<file path="src/rtl/serMemPkg.sv">
package serMemPkg;
  localparam int BYTE_W = 8;
  localparam int STRAP_W = 3;
  localparam int CODE_W = 4;
  localparam int BIT_CNT_W = $clog2(BYTE_W);

  typedef enum logic [2:0] {
    ST_IDLE,
    ST_CTRL,
    ST_ADDR,
    ST_WDATA,
    ST_ACKWAIT,
    ST_ACKHOLD,
    ST_TX,
    ST_MACK
  } engState_t;

  // strobes from control to datapath
  typedef struct packed {
    logic shiftIn;
    logic clrBits;
    logic loadPtr;
    logic stepPage;
    logic emitByte;
    logic loadTx;
    logic shiftTx;
  } pathCtl_t;
endpackage

</file>
<file path="src/rtl/serMemLineSync.sv">
module serMemLineSync #(
  parameter int STAGES = 2
) (
  input  logic clk,
  input  logic rstN,
  input  logic sclIn,
  input  logic sdaIn,
  output logic sclS,
  output logic sdaS,
  output logic sclRise,
  output logic sclFall,
  output logic startEvt,
  output logic stopEvt
);
  localparam int LAST = STAGES - 1;

  logic [LAST:0] sclPipe;
  logic [LAST:0] sdaPipe;
  logic sclPrev;
  logic sdaPrev;

  generate
    if (STAGES > 1) begin : gMulti
      always_ff @(posedge clk or negedge rstN) begin
        if (!rstN) begin
          sclPipe <= '1;
          sdaPipe <= '1;
        end else begin
          sclPipe <= {sclPipe[LAST-1:0], sclIn};
          sdaPipe <= {sdaPipe[LAST-1:0], sdaIn};
        end
      end
    end else begin : gSingle
      always_ff @(posedge clk or negedge rstN) begin
        if (!rstN) begin
          sclPipe <= '1;
          sdaPipe <= '1;
        end else begin
          sclPipe <= sclIn;
          sdaPipe <= sdaIn;
        end
      end
    end
  endgenerate

  always_ff @(posedge clk or negedge rstN) begin
    if (!rstN) begin
      sclPrev <= 1'b1;
      sdaPrev <= 1'b1;
    end else begin
      sclPrev <= sclPipe[LAST];
      sdaPrev <= sdaPipe[LAST];
    end
  end

  assign sclS     = sclPipe[LAST];
  assign sdaS     = sdaPipe[LAST];
  assign sclRise  = sclS & ~sclPrev;
  assign sclFall  = ~sclS & sclPrev;
  assign startEvt = sclS & sclPrev & sdaPrev & ~sdaS;
  assign stopEvt  = sclS & sclPrev & ~sdaPrev & sdaS;
endmodule

</file>
<file path="src/rtl/serMemPath.sv">
module serMemPath
  import serMemPkg::*;
#(
  parameter int ADDR_W = 7,
  parameter int PAGE_W = 4
) (
  input  logic              clk,
  input  logic              rstN,
  input  pathCtl_t          ctl,
  input  logic              sdaS,
  input  logic              memWrEn,
  input  logic [ADDR_W-1:0] memWrAddr,
  input  logic [BYTE_W-1:0] memWrData,
  output logic [BYTE_W-1:0] rxByte,
  output logic              bitLast,
  output logic              txNextBit,
  output logic              rdMsb,
  output logic [ADDR_W-1:0] wrByteAddr,
  output logic [BYTE_W-1:0] wrByteData
);
  localparam int DEPTH = 1 << ADDR_W;
  localparam logic [ADDR_W-1:0] PAGE_MASK = ADDR_W'((1 << PAGE_W) - 1);
  localparam logic [BIT_CNT_W-1:0] LAST_BIT = BIT_CNT_W'(BYTE_W - 1);

  logic [BYTE_W-1:0]    memArr [DEPTH];
  logic [BYTE_W-2:0]    rxShift;
  logic [BYTE_W-2:0]    txShift;
  logic [BIT_CNT_W-1:0] bitCnt;
  logic [ADDR_W-1:0]    ptr;
  logic [ADDR_W-1:0]    ptrInc;
  logic [ADDR_W-1:0]    ptrPageStep;
  logic [BYTE_W-1:0]    rdByte;

  assign rxByte      = {rxShift, sdaS};
  assign bitLast     = (bitCnt == LAST_BIT);
  assign rdByte      = memArr[ptr];
  assign rdMsb       = rdByte[BYTE_W-1];
  assign txNextBit   = txShift[BYTE_W-2];
  assign ptrInc      = ptr + 1'b1;
  assign ptrPageStep = (ptr & ~PAGE_MASK) | (ptrInc & PAGE_MASK);

  always_ff @(posedge clk) begin
    if (memWrEn) memArr[memWrAddr] <= memWrData;
  end

  always_ff @(posedge clk or negedge rstN) begin
    if (!rstN) begin
      rxShift    <= '0;
      txShift    <= '0;
      bitCnt     <= '0;
      ptr        <= '0;
      wrByteAddr <= '0;
      wrByteData <= '0;
    end else begin
      if (ctl.clrBits) bitCnt <= '0;
      else if (ctl.shiftIn || ctl.shiftTx) bitCnt <= bitCnt + 1'b1;

      if (ctl.shiftIn) rxShift <= rxByte[BYTE_W-2:0];

      if (ctl.loadPtr) ptr <= rxByte[ADDR_W-1:0];
      else if (ctl.stepPage) ptr <= ptrPageStep;
      else if (ctl.loadTx) ptr <= ptrInc;

      if (ctl.loadTx) txShift <= rdByte[BYTE_W-2:0];
      else if (ctl.shiftTx) txShift <= {txShift[BYTE_W-3:0], 1'b0};

      if (ctl.emitByte) begin
        wrByteAddr <= ptr;
        wrByteData <= rxByte;
      end
    end
  end
endmodule

</file>
<file path="src/rtl/serMemCtrl.sv">
module serMemCtrl
  import serMemPkg::*;
#(
  parameter logic [CODE_W-1:0] CTRL_CODE = 4'b1010
) (
  input  logic               clk,
  input  logic               rstN,
  input  logic               sclRise,
  input  logic               sclFall,
  input  logic               startEvt,
  input  logic               stopEvt,
  input  logic               sdaS,
  input  logic [STRAP_W-1:0] strapSel,
  input  logic               wrBusy,
  input  logic [BYTE_W-1:0]  rxByte,
  input  logic               bitLast,
  input  logic               txNextBit,
  input  logic               rdMsb,
  output pathCtl_t           ctl,
  output logic               sdaDriveLow,
  output logic               wrByteValid,
  output logic               wrStop
);
  engState_t state, stateN;
  engState_t afterAck, afterAckN;
  logic oeN;
  logic dataSeen, dataSeenN;
  logic validN, stopN;
  logic ctrlMatch;

  assign ctrlMatch = (rxByte[BYTE_W-1 -: CODE_W] == CTRL_CODE) &&
                     (rxByte[STRAP_W:1] == strapSel);

  always_comb begin
    stateN    = state;
    afterAckN = afterAck;
    oeN       = sdaDriveLow;
    dataSeenN = dataSeen;
    validN    = 1'b0;
    stopN     = 1'b0;
    ctl       = '0;
    if (stopEvt) begin
      stateN    = ST_IDLE;
      oeN       = 1'b0;
      stopN     = dataSeen;
      dataSeenN = 1'b0;
    end else if (startEvt) begin
      stateN      = ST_CTRL;
      oeN         = 1'b0;
      dataSeenN   = 1'b0;
      ctl.clrBits = 1'b1;
    end else begin
      unique case (state)
        ST_IDLE: ;
        ST_CTRL: if (sclRise) begin
          ctl.shiftIn = 1'b1;
          if (bitLast) begin
            if (ctrlMatch && !wrBusy) begin
              stateN    = ST_ACKWAIT;
              afterAckN = rxByte[0] ? ST_TX : ST_ADDR;
            end else begin
              stateN = ST_IDLE;
            end
          end
        end
        ST_ADDR: if (sclRise) begin
          ctl.shiftIn = 1'b1;
          if (bitLast) begin
            if (!wrBusy) begin
              ctl.loadPtr = 1'b1;
              stateN      = ST_ACKWAIT;
              afterAckN   = ST_WDATA;
            end else begin
              stateN = ST_IDLE;
            end
          end
        end
        ST_WDATA: if (sclRise) begin
          ctl.shiftIn = 1'b1;
          if (bitLast) begin
            if (!wrBusy) begin
              ctl.emitByte = 1'b1;
              ctl.stepPage = 1'b1;
              validN       = 1'b1;
              dataSeenN    = 1'b1;
              stateN       = ST_ACKWAIT;
              afterAckN    = ST_WDATA;
            end else begin
              stateN = ST_IDLE;
            end
          end
        end
        ST_ACKWAIT: if (sclFall) begin
          oeN    = 1'b1;
          stateN = ST_ACKHOLD;
        end
        ST_ACKHOLD: if (sclFall) begin
          ctl.clrBits = 1'b1;
          if (afterAck == ST_TX) begin
            ctl.loadTx = 1'b1;
            oeN        = ~rdMsb;
            stateN     = ST_TX;
          end else begin
            oeN    = 1'b0;
            stateN = afterAck;
          end
        end
        ST_TX: if (sclFall) begin
          if (bitLast) begin
            oeN    = 1'b0;
            stateN = ST_MACK;
          end else begin
            ctl.shiftTx = 1'b1;
            oeN         = ~txNextBit;
          end
        end
        ST_MACK: if (sclRise) begin
          if (sdaS) begin
            stateN = ST_IDLE;
          end else begin
            stateN    = ST_ACKHOLD;
            afterAckN = ST_TX;
          end
        end
        default: stateN = ST_IDLE;
      endcase
    end
  end

  always_ff @(posedge clk or negedge rstN) begin
    if (!rstN) begin
      state       <= ST_IDLE;
      afterAck    <= ST_IDLE;
      sdaDriveLow <= 1'b0;
      dataSeen    <= 1'b0;
      wrByteValid <= 1'b0;
      wrStop      <= 1'b0;
    end else begin
      state       <= stateN;
      afterAck    <= afterAckN;
      sdaDriveLow <= oeN;
      dataSeen    <= dataSeenN;
      wrByteValid <= validN;
      wrStop      <= stopN;
    end
  end
endmodule

</file>
<file path="src/rtl/serMemTarget.sv">
module serMemTarget
  import serMemPkg::*;
#(
  parameter int ADDR_W = 7,
  parameter int PAGE_W = 4,
  parameter int SYNC_STAGES = 2,
  parameter logic [CODE_W-1:0] CTRL_CODE = 4'b1010
) (
  input  logic               clk,
  input  logic               rstN,
  input  logic               sclIn,
  input  logic               sdaIn,
  input  logic [STRAP_W-1:0] strapSel,
  output logic               sdaDriveLow,
  input  logic               wrBusy,
  output logic               wrByteValid,
  output logic [ADDR_W-1:0]  wrByteAddr,
  output logic [BYTE_W-1:0]  wrByteData,
  output logic               wrStop,
  input  logic               memWrEn,
  input  logic [ADDR_W-1:0]  memWrAddr,
  input  logic [BYTE_W-1:0]  memWrData
);
  logic sclS, sdaS, sclRise, sclFall, startEvt, stopEvt;
  logic [BYTE_W-1:0] rxByte;
  logic bitLast, txNextBit, rdMsb;
  pathCtl_t ctl;

  serMemLineSync #(.STAGES(SYNC_STAGES)) syncI (
    .clk(clk), .rstN(rstN), .sclIn(sclIn), .sdaIn(sdaIn),
    .sclS(sclS), .sdaS(sdaS), .sclRise(sclRise), .sclFall(sclFall),
    .startEvt(startEvt), .stopEvt(stopEvt)
  );

  serMemCtrl #(.CTRL_CODE(CTRL_CODE)) ctrlI (
    .clk(clk), .rstN(rstN), .sclRise(sclRise), .sclFall(sclFall),
    .startEvt(startEvt), .stopEvt(stopEvt), .sdaS(sdaS),
    .strapSel(strapSel), .wrBusy(wrBusy), .rxByte(rxByte),
    .bitLast(bitLast), .txNextBit(txNextBit), .rdMsb(rdMsb),
    .ctl(ctl), .sdaDriveLow(sdaDriveLow), .wrByteValid(wrByteValid),
    .wrStop(wrStop)
  );

  serMemPath #(.ADDR_W(ADDR_W), .PAGE_W(PAGE_W)) pathI (
    .clk(clk), .rstN(rstN), .ctl(ctl), .sdaS(sdaS),
    .memWrEn(memWrEn), .memWrAddr(memWrAddr), .memWrData(memWrData),
    .rxByte(rxByte), .bitLast(bitLast), .txNextBit(txNextBit),
    .rdMsb(rdMsb), .wrByteAddr(wrByteAddr), .wrByteData(wrByteData)
  );
endmodule

</file>
<file path="config.mk">
export PLATFORM = sky130hd
export DESIGN_NAME = serMemTarget
export DESIGN_NICKNAME = d
export VERILOG_FILES = /design/src/rtl/serMemPkg.sv /design/src/rtl/serMemLineSync.sv /design/src/rtl/serMemPath.sv /design/src/rtl/serMemCtrl.sv /design/src/rtl/serMemTarget.sv
export SDC_FILE = /design/constraint.sdc
export NUM_CORES = 1
export LEC_CHECK = 0
export BUFFER_PORTS_ARGS = -buffer_cell sky130_fd_sc_hd__buf_2
export CAP_MARGIN = 30
export CORE_ASPECT_RATIO = 0.7
export CORE_MARGIN = 2
export CORE_UTILIZATION = 40
export CTS_CLUSTER_DIAMETER = 30
export DETAILED_ROUTE_END_ITERATION = 8
export GPL_ROUTABILITY_DRIVEN = 0
export GPL_TIMING_DRIVEN = 0
export PLACE_DENSITY = 0.56
export SYNTH_ARGS = -nofsm -noshare
export SYNTH_HDL_FRONTEND = slang
export SYNTH_SLANG_ARGS = --single-unit
export TNS_END_PERCENT = 5
</file>
<file path="constraint.sdc">
create_clock -name clk -period 2.8 [get_ports clk]
set_input_delay 0.14 -clock clk [delete_from_list [all_inputs] [get_ports clk]]
set_output_delay 0.14 -clock clk [all_outputs]
set_load 0.02 [all_outputs]
</file>
==> key figures, run 1 <==
CTS
  • TritonCTS sink count: approximately 1,100
  • Clock slew seen by the registers of the worst setup and hold paths: roughly 0.060 ns
  • H-Tree Level Count: 4
  • Root Driver: clkbuf_16
  • Cts bufs inserted: about 160
  • Maximum buffer depth of the clock tree: 3
  • Clk Latency, worst-skew pair: about 0.77 ns
  • CTS tree: yes

Critical path
  • Reg-to-reg setup timing slack: -0.30 ns
  • Critical Path Source Type: flop
  • Slowest Stage Delay on Critical Path: ~0.75 ns
  • Req. time, crit path: ~3.5 ns
  • R2r endpoint: pathI.txShift[2]
  • Cell type of the slowest stage on the worst timing path: dfrtp_1
  • Kind of end point of the critical path: flop
  • Register-to-Register Path Depth: 7
  • Launch instance of the worst register-to-register path: pathI.ptr[4]
  • CP Data Arrival Time: roughly 3.8 ns
  • Series of cell instances along the critical path: and2_1, clkbuf_1, nand2_1, a21oi_1, nor4_1, o2111ai_1, o311a_1
  • Crit-path max FO: 9
  • Critical path type: reg -> reg

Logic synthesis
  • Yosys cell types: between 70 and 80
  • Asr flop ratio synth: 0.0510
  • Synth Instances: 2,159
  • Synth Warn #: 0
  • Average instance area after synthesis: about 20 um2
  • Post-Syn Nets: ~2,200
  • Cell type with the largest total area after synthesis: edfxtp_1
  • Seq/Total Area, Yosys: 0.749
  • Largest cells by area after synthesis: edfxtp_1, mux4_2, dfrtp_1, mux2i_1, mux4_1
  • Number of enable flip-flop cells after synthesis: between 1,000 and 1,500
  • Netlist area before placement: around 0.043 mm2
  • Primary flip-flop cell chosen by synthesis mapping: edfxtp_1
  • Post-synth top area share: 0.717
  • Synthesized flop and latch total: about 1,100

Finish
  • Layout overhead on the synthesized area: 22.9%
  • Area of all placed cells without fillers: roughly 0.053 mm2
  • Net total in the final layout: 2,490
  • Share of post-route cells with drive strength above 1: 0.314

Timing
  • Setup-failing EPs final: 8
  • Setup_tns: -1.21 ns
  • Unrepaired setup endpoints after global routing: yes
  • Post-layout minimum cycle time: about 3.1 ns
  • Max frequency: 323 MHz
  • Final period utilization: 1.11
  • Worst-Margin Slew: roughly 1.1 ns
  • Final setup margin: -0.296 ns
  • Worst max-slew margin expressed relative to the limit: 0.275
  • Setup skew after layout: around 0.038 ns
  • Hold violation total from the final report: 0
  • Worst hold slack across all endpoints: roughly 0.028 ns
  • Final slew viol count: 0

Place
  • Area of placed instances: around 0.045 mm2
  • Post-placement worst setup slack: -1.56 ns
  • Port Buffer Count: between 40 and 50
  • Detailed Place HPWL: around 93 mm

Power
  • Leakage power of the design: 16.7 nW
  • Total power: a little under 40 mW
  • Peak VDD IR: approximately 0.00075 V
  • Power density normalized to cell area: ~730 mW/mm2

Drt
  • Routed wire length per instance: around 35 um
  • Total iterations of the first detailed-routing run: 6
  • Total via count after detailed routing: approximately 25,000
  • DRC marker count from the first detailed-route iteration: a little under 4,000
  • Final routed wirelength across all metal layers: 142 mm
  • Post-detailed-route via-to-cell ratio: 6.14
  • DRC Markers: 0
  • Residual antenna-violating net count after detailed routing: 0

Global route
  • Via count of the first global-routing pass: approximately 24,000
  • Antenna violations before repair: 12
  • Wire length of the first global-routing pass: approximately 190 mm
  • Maximum number of pins on one net before global-route repair: 90
  • Remaining Overflow, GRT: 0
  • Global router's overall resource usage: 0.258

Die
  • Height of the die: roughly 280 um
  • Core box area: between 0.1 and 0.15 mm2
  • Num ports: 42
  • Die area: 0.110 mm2
  • Initial cell density of the core: 0.403
  • Placement Rows: 100
  • Chip Width: between 300 and 400 um

Outcome
  • Outcome: finished, violations left
  • Failing checks: negative setup slack

Job
  • Count of maximum capacitance violations: 0

Hold path
  • Hold crit path type: in -> async
==> metal layers <==
| metal | wire, um | vias to the layer above | global-route usage |
|---|---|---|---|
| li1 | - | 9599 | - |
| met1 | 60300 | 13100 | 0.386 |
| met2 | 57600 | 1715 | 0.344 |
| met3 | 20200 | 262 | 0.100 |
| met4 | 3860 | 8 | 0.0786 |
| met5 | 177 | - | 0 |
==> power breakdown <==
group	switching, mW	total (mW)	internal [mW]
clock	7.45	19.8	12.3
combinational	0.561	0.787	0.226
sequential	0.113	17.9	17.8
total	8.13	38.5	30.4
==> sequential cells by signal, summed over array words and instances (netlist names) <==
register / cells
ctrlI.wrByteValid: 1
ctrlI.wrStop: 1
pathI.txShift: 7
syncI.sdaPipe: 2
ctrlI.afterAck: 3
pathI.ptr: 7
ctrlI.dataSeen: 1
syncI.sdaPrev: 1
ctrlI.state: 3
pathI.bitCnt: 3
pathI.memArr: 1024
syncI.sclPipe: 2
pathI.wrByteData: 8
ctrlI.sdaDriveLow: 1
syncI.sclPrev: 1
pathI.wrByteAddr: 7
pathI.rxShift: 7
==> cells in the final DEF (no fill, tap or decap), types with 12 or more instances in the layout <==
cell,count
a21oi_1,39
a221oi_1,12
a221oi_2,12
a22oi_1,15
buf_12,29
buf_16,27
buf_2,39
buf_4,74
buf_6,20
buf_8,23
bufinv_16,20
clkbuf_1,31
clkbuf_16,159
clkbuf_2,13
clkinv_1,18
clkinv_2,28
clkinvlp_4,18
dfrtp_1,48
dlygate4sd3_1,15
edfxtp_1,1024
inv_6,20
mux2_2,18
mux2i_1,92
mux2i_2,15
mux4_1,24
mux4_2,204
nand2_1,90
nand3_1,25
nor2_1,160
nor2b_1,14
o21ai_0,25
o22ai_1,12
==> worst max-delay path, delay by kind of cell (launching register included) <==
family | cells | cell delay (ns)
DFF | 1 | 0.75
and+or+nand+nor | 3 | 0.78
buffers and inverters | 1 | 0.65
AOI/OAI and AO/OA | 3 | 0.80
==> per-stage QoR <==
step	std cells	utilization
2_1_floorplan	2159	-
3_3_place_gp	3628	0.422
3_5_place_dp	3656	0.427
4_1_cts	3998	0.493
5_1_grt	4019	0.496
6_report	4021	0.496
==> synth_stat cells, types with 11 or more instances <==
library cell and number:
a221oi_1 21, nand3_1 27, a22oi_1 17, dfrtp_1 49, nor2b_1 16, mux4_2 188, o22ai_1 19, nor2_1 161
and2_1 11, mux4_1 40, mux2i_1 115, nand2_1 92, buf_2 42, clkbuf_1 36, buf_6 11, nand2b_1 12
o21ai_0 32, a21oi_1 43, edfxtp_1 1024, mux2_2 19
==> cells by family (layout without fill, tap and decap cells) <==
family | Yosys count | count (layout) | share of synthesized area
xor+xnor | 8 | 8 | 0.00163
compound gates | 216 | 216 | 0.0359
mux | 362 | 362 | 0.155
other cells | 0 | 3 | 0
simple gates | 361 | 361 | 0.0377
buf+inv | 130 | 561 | 0.0198
fa+ha+maj | 3 | 3 | 0.000875
flops | 1079 | 1079 | 0.749
==> worst max path at each step <==
stage                       startpoint                 to  cells after the start
after floorplan           pathI.ptr[0]   pathI.txShift[1]                      9
after global routing      pathI.ptr[0]   pathI.txShift[1]                      9
final                     pathI.ptr[4]   pathI.txShift[2]                      7
after global placement    pathI.ptr[2]  ctrlI.sdaDriveLow                      7
after CTS                 pathI.ptr[0]   pathI.txShift[5]                      9
after detailed placement  pathI.ptr[1]   pathI.txShift[3]                     10
==> area by class of cell <==
type,instances,area [um2]
sequential,1079,32100
inverter,15,66.3
timing repair buffer,149,1520
antenna,3,7.51
tap,1428,1790
clock buffer,172,4040
fill,8662,53600
clock inverter,113,1230
buffer,112,1460
multi-input combinational,950,10500
==> what timing repair did <==
action                     in CTS  in global routing
hold endpoints to repair      357                  0
gates resized for setup       286                 31
cloned                          2                  0
hold buffers                   15                  0
setup endpoints to repair      17                 10
buffers inserted               43                 14
pin swaps                      23                 13
Power figures use the tool's default switching activity.
==> inputs of run 2 (changes only) <==
- CELL_PAD_IN_SITES_DETAIL_PLACEMENT: unset -> 1
- CELL_PAD_IN_SITES_GLOBAL_PLACEMENT: unset -> 1
- PLACE_DENSITY: 0.56 -> unset
- PLACE_DENSITY_LB_ADDON: unset -> 0.3
==> run 2 against run 1 <==
Compared with the run above: the run still ends with negative setup slack left; via count rose by 2.3%; final area is 0.14% lower; power decreased by 0.18%; die area stayed put; register-to-register slack about the same; core utilization shrank 0.068 points; count of clock-buffer cells in the layout unchanged; clock power about the same; sequential power barely moved; wire length up 4.2%; critical endpoint is now pathI.txShift[1]; largest cell class unchanged.
==> key figures, run 2 (synthesis gave the netlist of run 1 again) <==
CTS
  • Maximum buffer depth of the clock tree: 3 (unchanged)
  • CTS tree: yes
  • Cts bufs inserted: 149 (-4.5%)
  • Clk Latency, worst-skew pair: 0.77 ns (about the same)
  • H-Tree Level Count: 4 (unchanged)
  • TritonCTS sink count: 1,079 (unchanged)
  • Root Driver: clkbuf_16
  • Clock slew seen by the registers of the worst setup and hold paths: 0.05 ns (about the same)

Timing
  • Worst hold slack across all endpoints: 0.0339 ns (+0.00579 ns)
  • Final setup margin: -0.287 ns (+0.00857 ns)
  • Setup-failing EPs final: 8 (unchanged)
  • Worst max-slew margin expressed relative to the limit: 0.285 (+0.0107)
  • Worst-Margin Slew: 1.07 ns (-0.0161 ns)
  • Hold violation total from the final report: 0 (unchanged)
  • Post-layout minimum cycle time: 3.09 ns (-0.00857 ns)
  • Final period utilization: 1.10 (-0.00306)
  • Max frequency: 324 MHz (+0.28%)
  • Unrepaired setup endpoints after global routing: yes
  • Final slew viol count: 0 (unchanged)
  • Setup_tns: -1.62 ns (-0.412 ns)
  • Setup skew after layout: 0.0322 ns (-0.00622 ns)

Job
  • Count of maximum capacitance violations: 0 (unchanged)

Die
  • Height of the die: 278 um (unchanged)
  • Placement Rows: 100 (unchanged)
  • Chip Width: 395 um (unchanged)
  • Core box area: 0.106 mm2 (unchanged)
  • Num ports: 42 (unchanged)
  • Die area: 0.110 mm2 (unchanged)
  • Initial cell density of the core: 0.403 (unchanged)

Finish
  • Most frequent cells in the layout: edfxtp_1, mux4_2, nor2_1
  • Area of all placed cells without fillers: 0.0526 mm2 (-0.14%)
  • Filler-free cell count of the finished design: 4,010 (-0.27%)
  • Finished Core Util: 0.495 (-0.000682)
  • Number of flip-flops under the largest register name: 1,024 (unchanged)
  • Net total in the final layout: 2,488 (-0.080%)
  • Commonest non-fill, non-tap cell in the layout: edfxtp_1
  • Register with the most flip-flops: pathI.memArr
  • Count of fill cells added during filler insertion: 9,589 (+11%)
  • Leading registers by flop count: pathI.memArr x1024, pathI.wrByteData x8
  • Layout overhead on the synthesized area: 22.7%
  • Share of post-route cells with drive strength above 1: 0.301 (-0.0135)

Drt
  • Final routed wirelength across all metal layers: 148 mm (+4.2%)
  • Total iterations of the first detailed-routing run: 6 (unchanged)
  • Residual antenna-violating net count after detailed routing: 0 (unchanged)
  • Total via count after detailed routing: 25,300 (+2.3%)
  • Post-detailed-route via-to-cell ratio: 6.30 (+2.6%)
  • DRC marker count from the first detailed-route iteration: 3,863 (-1.8%)
  • DRC Markers: 0 (unchanged)
  • Routed wire length per instance: 36.9 um (+4.5%)

Critical path
  • Req. time, crit path: 3.46 ns (-0.02 ns)
  • Slowest Stage Delay on Critical Path: 0.85 ns (+0.10 ns)
  • CP Data Arrival Time: 3.75 ns (-0.03 ns)
  • Launch instance of the worst register-to-register path: pathI.ptr[4]
  • Cell family with the largest share of critical-path delay: buffers and inverters
  • R2r endpoint: pathI.txShift[1]
  • Number of buffers and inverters on the critical path: 2 (+1)
  • Critical path type: reg -> reg
  • Register-to-Register Path Depth: 6 (-1)
  • Most repeated library cell on the critical path: nand3_1
  • Critical Path Source Type: flop
  • Cell type of the slowest stage on the worst timing path: dfrtp_1
  • Reg-to-reg setup timing slack: -0.29 ns (about the same)
  • Crit-path max FO: 11 (+2)
  • Kind of end point of the critical path: flop
  • Series of cell instances along the critical path: clkbuf_4, buf_2, nand3_1, o311ai_0, nand3_1, a221oi_2

Power
  • Total power: 38.4 mW (-0.18%)
  • Peak VDD IR: 0.000609 V (-18%)
  • Combinational group share of total power: 0.021 (about the same)
  • Leakage power of the design: 16.7 nW (-0.15%)
  • Clock network fraction of design power: 0.513 (about the same)
  • Internal power component: 30.4 mW (about the same)
  • Sw Ratio: 0.210 (-0.00152)
  • Power density normalized to cell area: 730 mW/mm2 (about the same)
  • Switching power total: 8.05 mW (-0.90%)
  • Seq pwr share: 0.467 (about the same)

Global route
  • Remaining Overflow, GRT: 0 (unchanged)
  • Most used routing layer in global routing: met1
  • Global router's overall resource usage: 0.269 (+0.0116)
  • Met3 track demand over resource: 0.101 (+0.000585)
  • M2 GR Usage: 0.362 (+0.0179)
  • Maximum number of pins on one net before global-route repair: 93 (+3.3%)
  • GR Util met1: 0.396 (+0.0101)
  • Via count of the first global-routing pass: 25,100 (+5.8%)
  • Wire length of the first global-routing pass: 203 mm (+5.3%)
  • Antenna violations before repair: 10 (-2)

Outcome
  • Outcome: finished, violations left
  • Failing checks: negative setup slack

Hold path
  • Instance count along the most critical hold path: 3
  • HP Start: memWrAddr[1]
  • Endpoint of the worst hold-timing path: pathI.memArr[82][2]
  • Hold crit path type: in -> reg

Place
  • Post-placement worst setup slack: -1.56 ns (-0.00479 ns)
  • Area of placed instances: 0.0455 mm2 (+0.10%)
  • Detailed Place HPWL: 96.6 mm (+3.6%)
  • Instance count after placement with tap cells included: 3,659 (+0.082%)
  • Port Buffer Count: 41 (unchanged)
[run 2: cell types whose count changed in the layout (fill, tap and decap cells not counted), sizes merged]
cell,before,now
clkinv,56,50
bufbuf,1,0
bufinv,20,24
diode,3,2
inv,34,25
buf,212,215
clkbuf,205,208
clkinvlp,18,14
[run 2: repair_timing]
action,4_1_cts,5_1_grt
setup endpoints to repair,17,8
gates resized for setup,260,35
cloned,1,2
hold buffers,15,0
setup buffers,39,24
hold endpoints to repair,493,0
pin swaps,24,10
[run 2: area by class of cell]
cell class                 instances  area, um2  share of cell area
tap                             1428       1790              0.0339
multi-input combinational        950      10400               0.198
inverter                          15       78.8             0.00150
buffer                           112       1430              0.0272
clock inverter                    98       1190              0.0227
sequential                      1079      32100               0.610
timing repair buffer             154       1660              0.0316
clock buffer                     172       3940              0.0749
antenna                            2       5.00           0.0000951
[run 2: worst min-delay path: cells and delay by family]
family | cells | cell delay (ns)
buffers and inverters | 1 | 0.14
and+or+nand+nor | 2 | 0.32
[run 2: layer usage]
| layer | routed length (um) | up-vias |
|---|---|---|
| met5 | 31 | - |
| met4 | 5010 | 6 |
| met3 | 21100 | 330 |
| met2 | 61100 | 1955 |
| met1 | 60900 | 13400 |
| li1 | - | 9568 |
[run 2: worst max path at each step]
stage          slack, ns    startpoint  depth (start not counted)           endpoint
5_1_grt            -0.18  pathI.ptr[0]                          9   pathI.txShift[5]
2_1_floorplan       0.49  pathI.ptr[0]                          9   pathI.txShift[1]
3_5_place_dp       -1.56  pathI.ptr[2]                          8   pathI.txShift[3]
3_3_place_gp       -2.01  pathI.ptr[2]                          7  ctrlI.sdaDriveLow
4_1_cts            -0.07  pathI.ptr[0]                          9   pathI.txShift[6]
6_report           -0.29  pathI.ptr[4]                          6   pathI.txShift[1]
[run 2: power groups by stage]
stage          sequential, mW  combinational (mW)  clock (mW)
6_report                 17.9               0.796        19.7
3_3_place_gp             18.3               0.641           0
2_1_floorplan            18.2               0.252           0
5_1_grt                  17.9               0.844        20.4
4_1_cts                  17.9               0.777        19.8
3_5_place_dp             18.3               0.743           0
